==> src/rtl/gpio_bank_pkg.sv <==
package gpio_bank_pkg;
  localparam int unsigned REG_AW = 3;

  typedef enum logic [REG_AW-1:0] {
    OFS_DIR  = 3'd0,
    OFS_ODR  = 3'd1,
    OFS_DAT  = 3'd2,
    OFS_EVT  = 3'd3,
    OFS_MSK  = 3'd4,
    OFS_EDG  = 3'd5,
    OFS_IBE  = 3'd6,
    OFS_NONE = 3'd7
  } reg_sel_e;
endpackage

==> src/rtl/gpio_sync.sv <==
module gpio_sync #(
  parameter int unsigned W = 32
) (
  input  logic         clk_i,
  input  logic         rst_ni,
  input  logic [W-1:0] d_i,
  output logic [W-1:0] q_o
);
  logic [W-1:0] s1_q, s2_q;

  always_ff @(posedge clk_i or negedge rst_ni) begin
    if (!rst_ni) begin
      s1_q <= '0;
      s2_q <= '0;
    end else begin
      s1_q <= d_i;
      s2_q <= s1_q;
    end
  end

  assign q_o = s2_q;
endmodule

==> src/rtl/gpio_evt.sv <==
module gpio_evt #(
  parameter int unsigned W = 32
) (
  input  logic         clk_i,
  input  logic         rst_ni,
  input  logic [W-1:0] lvl_i,
  input  logic [W-1:0] fall_only_i,
  input  logic [W-1:0] clr_i,
  output logic [W-1:0] evt_o
);
  logic [W-1:0] prev_q, evt_q, rise, fall, set;

  assign rise = lvl_i & ~prev_q;
  assign fall = prev_q & ~lvl_i;
  assign set  = fall | (rise & ~fall_only_i);

  always_ff @(posedge clk_i or negedge rst_ni) begin
    if (!rst_ni) begin
      prev_q <= '0;
      evt_q  <= '0;
    end else begin
      prev_q <= lvl_i;
      // set has priority over a same-cycle clear
      evt_q  <= (evt_q & ~clr_i) | set;
    end
  end

  assign evt_o = evt_q;


  evt_sticky_chk: assert property (@(posedge clk_i) disable iff (!rst_ni)
    ((($past(evt_q) & ~$past(clr_i)) & ~evt_q) == '0));


  evt_set_wins_chk: assert property (@(posedge clk_i) disable iff (!rst_ni)
    (($past(set) & ~evt_q) == '0));
endmodule

==> src/rtl/gpio_bank.sv <==
module gpio_bank
  import gpio_bank_pkg::*;
#(
  parameter int unsigned N_LINES = 32
) (
  input  logic               clk_i,
  input  logic               rst_ni,
  input  logic               we_i,
  input  logic [REG_AW-1:0]  addr_i,
  input  logic [N_LINES-1:0] wdata_i,
  output logic [N_LINES-1:0] rdata_o,
  input  logic [N_LINES-1:0] pin_i,
  output logic [N_LINES-1:0] pin_o,
  output logic [N_LINES-1:0] pin_oe_o,
  output logic               irq_o
);
  logic [N_LINES-1:0] dir_q, odr_q, dat_q, msk_q, edg_q, ibe_q;
  logic [N_LINES-1:0] pin_bit, sync_bit, evt, evt_clr, out_bit, oe_bit, dat_rd;

  // line n <-> register bit N_LINES-1-n
  for (genvar n = 0; n < N_LINES; n++) begin : g_line
    assign pin_bit[N_LINES-1-n] = pin_i[n];
    assign pin_o[n]             = out_bit[N_LINES-1-n];
    assign pin_oe_o[n]          = oe_bit[N_LINES-1-n];
  end

  gpio_sync #(.W(N_LINES)) u_sync (
    .clk_i  (clk_i),
    .rst_ni (rst_ni),
    .d_i    (pin_bit),
    .q_o    (sync_bit)
  );

  assign evt_clr = (we_i && addr_i == OFS_EVT) ? wdata_i : '0;

  gpio_evt #(.W(N_LINES)) u_evt (
    .clk_i       (clk_i),
    .rst_ni      (rst_ni),
    .lvl_i       (sync_bit),
    .fall_only_i (edg_q),
    .clr_i       (evt_clr),
    .evt_o       (evt)
  );

  always_ff @(posedge clk_i or negedge rst_ni) begin
    if (!rst_ni) begin
      dir_q <= '0;
      odr_q <= '0;
      dat_q <= '0;
      msk_q <= '0;
      edg_q <= '0;
      ibe_q <= '0;
    end else if (we_i) begin
      case (addr_i)
        OFS_DIR: dir_q <= wdata_i;
        OFS_ODR: odr_q <= wdata_i;
        OFS_DAT: dat_q <= wdata_i;
        OFS_MSK: msk_q <= wdata_i;
        OFS_EDG: edg_q <= wdata_i;
        OFS_IBE: ibe_q <= wdata_i;
        default: ;
      endcase
    end
  end

  // open drain: drive low only, release on 1
  assign out_bit = dat_q & ~odr_q;
  assign oe_bit  = dir_q & ~(odr_q & dat_q);
  assign dat_rd  = (dir_q & dat_q) | (~dir_q & ibe_q & sync_bit);

  always_comb begin
    case (addr_i)
      OFS_DIR: rdata_o = dir_q;
      OFS_ODR: rdata_o = odr_q;
      OFS_DAT: rdata_o = dat_rd;
      OFS_EVT: rdata_o = evt;
      OFS_MSK: rdata_o = msk_q;
      OFS_EDG: rdata_o = edg_q;
      OFS_IBE: rdata_o = ibe_q;
      default: rdata_o = '0;
    endcase
  end

  assign irq_o = |(evt & msk_q);


  irq_mask_chk: assert property (@(posedge clk_i) disable iff (!rst_ni)
    irq_o |-> (msk_q != '0));


  oe_dir_chk: assert property (@(posedge clk_i) disable iff (!rst_ni)
    $countones(pin_oe_o) <= $countones(dir_q));


  unused_rd_chk: assert property (@(posedge clk_i) disable iff (!rst_ni)
    (addr_i == OFS_NONE) |-> (rdata_o == '0));


  msk_wr_chk: assert property (@(posedge clk_i) disable iff (!rst_ni)
    (we_i && addr_i == OFS_MSK) |=> (msk_q == $past(wdata_i)));
endmodule

==> config.mk <==
export PLATFORM = sky130hd
export DESIGN_NAME = gpio_bank
export DESIGN_NICKNAME = d
export VERILOG_FILES = /design/src/rtl/gpio_bank_pkg.sv /design/src/rtl/gpio_sync.sv /design/src/rtl/gpio_evt.sv /design/src/rtl/gpio_bank.sv
export SDC_FILE = /design/constraint.sdc
export NUM_CORES = 1
export LEC_CHECK = 0
export BUFFER_PORTS_ARGS = -buffer_cell sky130_fd_sc_hd__buf_2
export CORE_ASPECT_RATIO = 1.5
export CORE_MARGIN = 2
export CORE_UTILIZATION = 63
export DETAILED_ROUTE_END_ITERATION = 10
export PLACE_DENSITY = 0.91
export SYNTH_ARGS = -nofsm -noshare
export SYNTH_HDL_FRONTEND = slang
export SYNTH_SLANG_ARGS = --single-unit
==> constraint.sdc <==
create_clock -name clk_i -period 4.1 [get_ports clk_i]
set_clock_uncertainty 0.05 [all_clocks]
set_input_delay 0.615 -clock clk_i [delete_from_list [all_inputs] [get_ports clk_i]]
set_output_delay 0.615 -clock clk_i [all_outputs]
set_load 0.05 [all_outputs]
==> metrics.md <==
| Metric | Value |
|---|---|
| Switching share of total power | between 30% and 40% |
| Power share of the clock group | 31.4% |
| Fin crit period | 3.312 ns |
| Critical Path Source | addr_i[2] |
| Synth Area in XOR/XNOR | 0% |
| Actual slew at the worst max-slew pin | 1.131 ns |
| Post-CTS Setup Bufs | 0 |
| Pint | between 6000 and 7000 uW |
| Die X | 125.6 um |
| Fmax | ~300 MHz |
| Simple-gate share of the synthesized area | a little under a tenth |
| CTS tree | done |
| Syn_nets | 1139 |
| Final slew viol count | 0 |
| Number of global-route vias before repair | 10154 |
| Port bufs | 166 |
| Drt drc | 0 |
| Layout Area Growth over Synthesis | 14.99% |
| CP required | around 3.4 ns |
| Main combinational cell family by area after synthesis | multiplexers |
| Final Hold Vio Count | 0 |
| Mux contribution to synthesized area | 19.12% |
| Layout cells sized above 1 | 35.08% |
| Avg Cell Area, Syn | approximately 13 sq um |
| GRT Total Usage | 29.67% |
| Nets | 1304 |
| Async SR Flop Fraction | 100.0% |
| Status | complete, no violations |
| Final period utilization | 80.77% |
| Vias/cell | 6.402 |
| R2r endpoint | u_evt.evt_o[17]$_DFF_PN0_ |
| RR Startpoint | u_sync.q_o[17]$_DFF_PN0_ |
| Initial antenna violation count | 3 |
| Flop pwr share | approximately 45% |
| Cells after Synth | 1069 |
| Clock slew at reported path FFs | 0.06 ns |
| WS Path Type | in2out |
| First-pass GRT wire length | 55.18 mm |
| Worst skew pair latency | ~0.55 ns |
| Post-route setup TNS | 0 ns |
| Number of cells on the worst reg-to-reg path | 3 |
| EDFF count, synth | 0 |
| WP data arrival | 2.65 ns |
| DR iter-0 viols | a little under 800 |
| Row cnt | 66 |
| Clock sinks | 320 |
| Reg2Reg Setup Slack | approximately 3.1 ns |
| Yosys reg bits | 320 |
| Routed wire per std cell | approximately 23 um |
| GP Congestion | around 0.85 |
| Max Cap Violations | 0 |
| Routed vias | 9802 |
| Kind of start point of the critical path | input pin |
| Core ar. | 21720 sq um |
| Pre-antenna DRT Iters | 5 |
| Tot Pwr | 9139 uW |
| Synth Warn # | 0 |
| Cts-stage hold buffer count | 0 |
| I/O pins | approximately 170 |
| Total global routing overflow | 0 |
| Routed wire length | between 30 and 40 mm |
| Sequential fraction of the synthesis area | between 50% and 60% |
| Slew headroom | between 20% and 30% |
| Pwr per Cell Area | 568.7 nW/um^2 |
| Adder-Cell Fraction of Synth Area | 0% |
| CTS buffer count | 30 |
| Count of cell types in the netlist | 44 |
| Initial core utilization | 64.35% |
| Largest net degree at the start of global routing | 117 |
| Hold slack final | 0.04939 ns |
| CP endpoint kind | output port |
| Clock tree buffer depth | 3 |
| Comb power frac | 23.8% |
| CTS root buffer | clkbuf_16 |
| CP max FO | 70 |
| CTS H-tree depth | 1 |
| Synth Area in Compound Gates | a little over a tenth |
| Die Ht | 186.4 um |
| Peak VDD IR | 427.1 uV |
| Synth Flop Type | dfrtp_1 |
| HP Class | in2async |
| Endpoints failing setup | 0 |
| Area of the mapped netlist | between 10000 and 15000 sq um |
| Final ANT Viol Nets | 0 |
| RSZ-0062 raised after global routing | false |
| Leakage power | 0.007014 uW |
| Dpl hpwl | 22.76 mm |
| Post-CTS Resized | 0 |
| Sw power | 3010 uW |
| Die area | 23420 sq um |
==> power groups by stage <==
| stage | Clock (uW) | Combinational, uW | Sequential (uW) |
|---|---|---|---|
| global route | 3020 | 2300 | 4160 |
| detailed placement | 0 | 2160 | 4130 |
| finish | 2870 | 2170 | 4100 |
| CTS | 2890 | 2180 | 4090 |
| global placement | 0 | 2100 | 4090 |
| floorplan | 0 | 1670 | 3970 |
==> cell usage in the layout, fill, tap and decap left out, drive strengths merged, types with 31 or more instances in the layout <==
master	n
dfrtp	320
mux2	192
buf	187
nor2b	81
nand2	69
clkbuf	45
a221o	44
inv	35
o21ai	34
a21boi	31
==> sequential cells by signal, indices dropped and copies added (netlist names) <==
| register | count |
|---|---|
| dat_q | 32 |
| dir_q | 32 |
| edg_q | 32 |
| ibe_q | 32 |
| msk_q | 32 |
| odr_q | 32 |
| u_evt.evt_o | 32 |
| u_evt.prev_q | 32 |
| u_sync.q_o | 32 |
| u_sync.s1_q | 32 |
==> synth_stat cells (2+ instances only) <==
library cell    n  area (sq um)
a21oi_1         4         20.02
nor2b_1        81         506.7
o21ai_1         2         10.01
mux2i_1        15         150.1
dfrtp_1       320          8008
mux2_1         11         123.9
a311o_1         2         20.02
buf_4          10         75.07
a21boi_0       31         232.7
nand3b_1        3         22.52
a22oi_1        16         120.1
o221ai_1       13         113.9
mux4_2         16         360.4
nand2_1        69         259.0
nor2_4          2         22.52
a32oi_1        12         105.1
mux2_2        181          2038
nand3_1        19         95.09
clkbuf_1        9         33.78
o211ai_1       30         225.2
o21ai_0        32         160.2
buf_6          11         123.9
nor3_1         19         95.09
a31oi_1         3         18.77
nor3b_4         2         37.54
buf_2          22         110.1
a221o_1        44         440.4
nand2b_1       16         100.1
buf_1           2         7.510
nor2_1         19         71.32
inv_1          35         131.4
nand4_1         4         25.02
a211oi_1        3         22.52
==> layer usage <==
| layer | track usage [%] | wire length [um] | vias to the layer above |
|---|---|---|---|
| met2 | 49.58 | 17520 | 431 |
| met5 | 0 | 13 | - |
| met1 | 37.62 | 13110 | 5014 |
| li1 | - | - | 4237 |
| met4 | 16.07 | 1860 | 2 |
| met3 | 4.071 | 2080 | 118 |
==> metrics by stage <==
stage	cell area [sq um]	util, %	std cells	setup slack [ns]
after floorplan	13980	-	1069	0.9842
after global placement	15040	69.24	1474	0.8791
after detailed placement	15040	69.24	1474	0.8626
after CTS	16070	73.97	1529	0.8589
after global routing	16070	73.99	1531	0.6726
final	16070	73.99	1531	0.7883
==> layout make-up <==
class / count / area [sq um]
sequential: 320 / 8008
fill: 1350 / 5648
multi-input combinational: 660 / 5494
timing repair buffer: 187 / 1064
clock buffer: 45 / 898.4
tap: 272 / 340.3
inverter: 35 / 131.4
clock inverter: 10 / 130.1
antenna: 2 / 5.005
==> critical path: stages <==
cell and delay, ns:
buf_4 0.62, buf_12 0.29, nor2_1 0.09, buf_4 0.24, o211ai_1 0.14, nand3_1 0.11
o21ai_0 0.13, buf_2 0.31
==> how the worst max path moves through the flow <==
stage / slack, ns / end
finish: 0.79 / rdata_o[1]
global route: 0.67 / rdata_o[1]
CTS: 0.86 / rdata_o[20]
detailed placement: 0.86 / rdata_o[20]
global placement: 0.88 / rdata_o[20]
floorplan: 0.98 / rdata_o[12]
==> cell families (layout without fill, tap and decap cells) <==
family	count (synthesis)	in the layout
compound gates	195	195
buf+inv	89	277
flops	320	320
mux	223	223
other cells	0	2
simple gates	242	242
(Power assumes the default switching activity.)
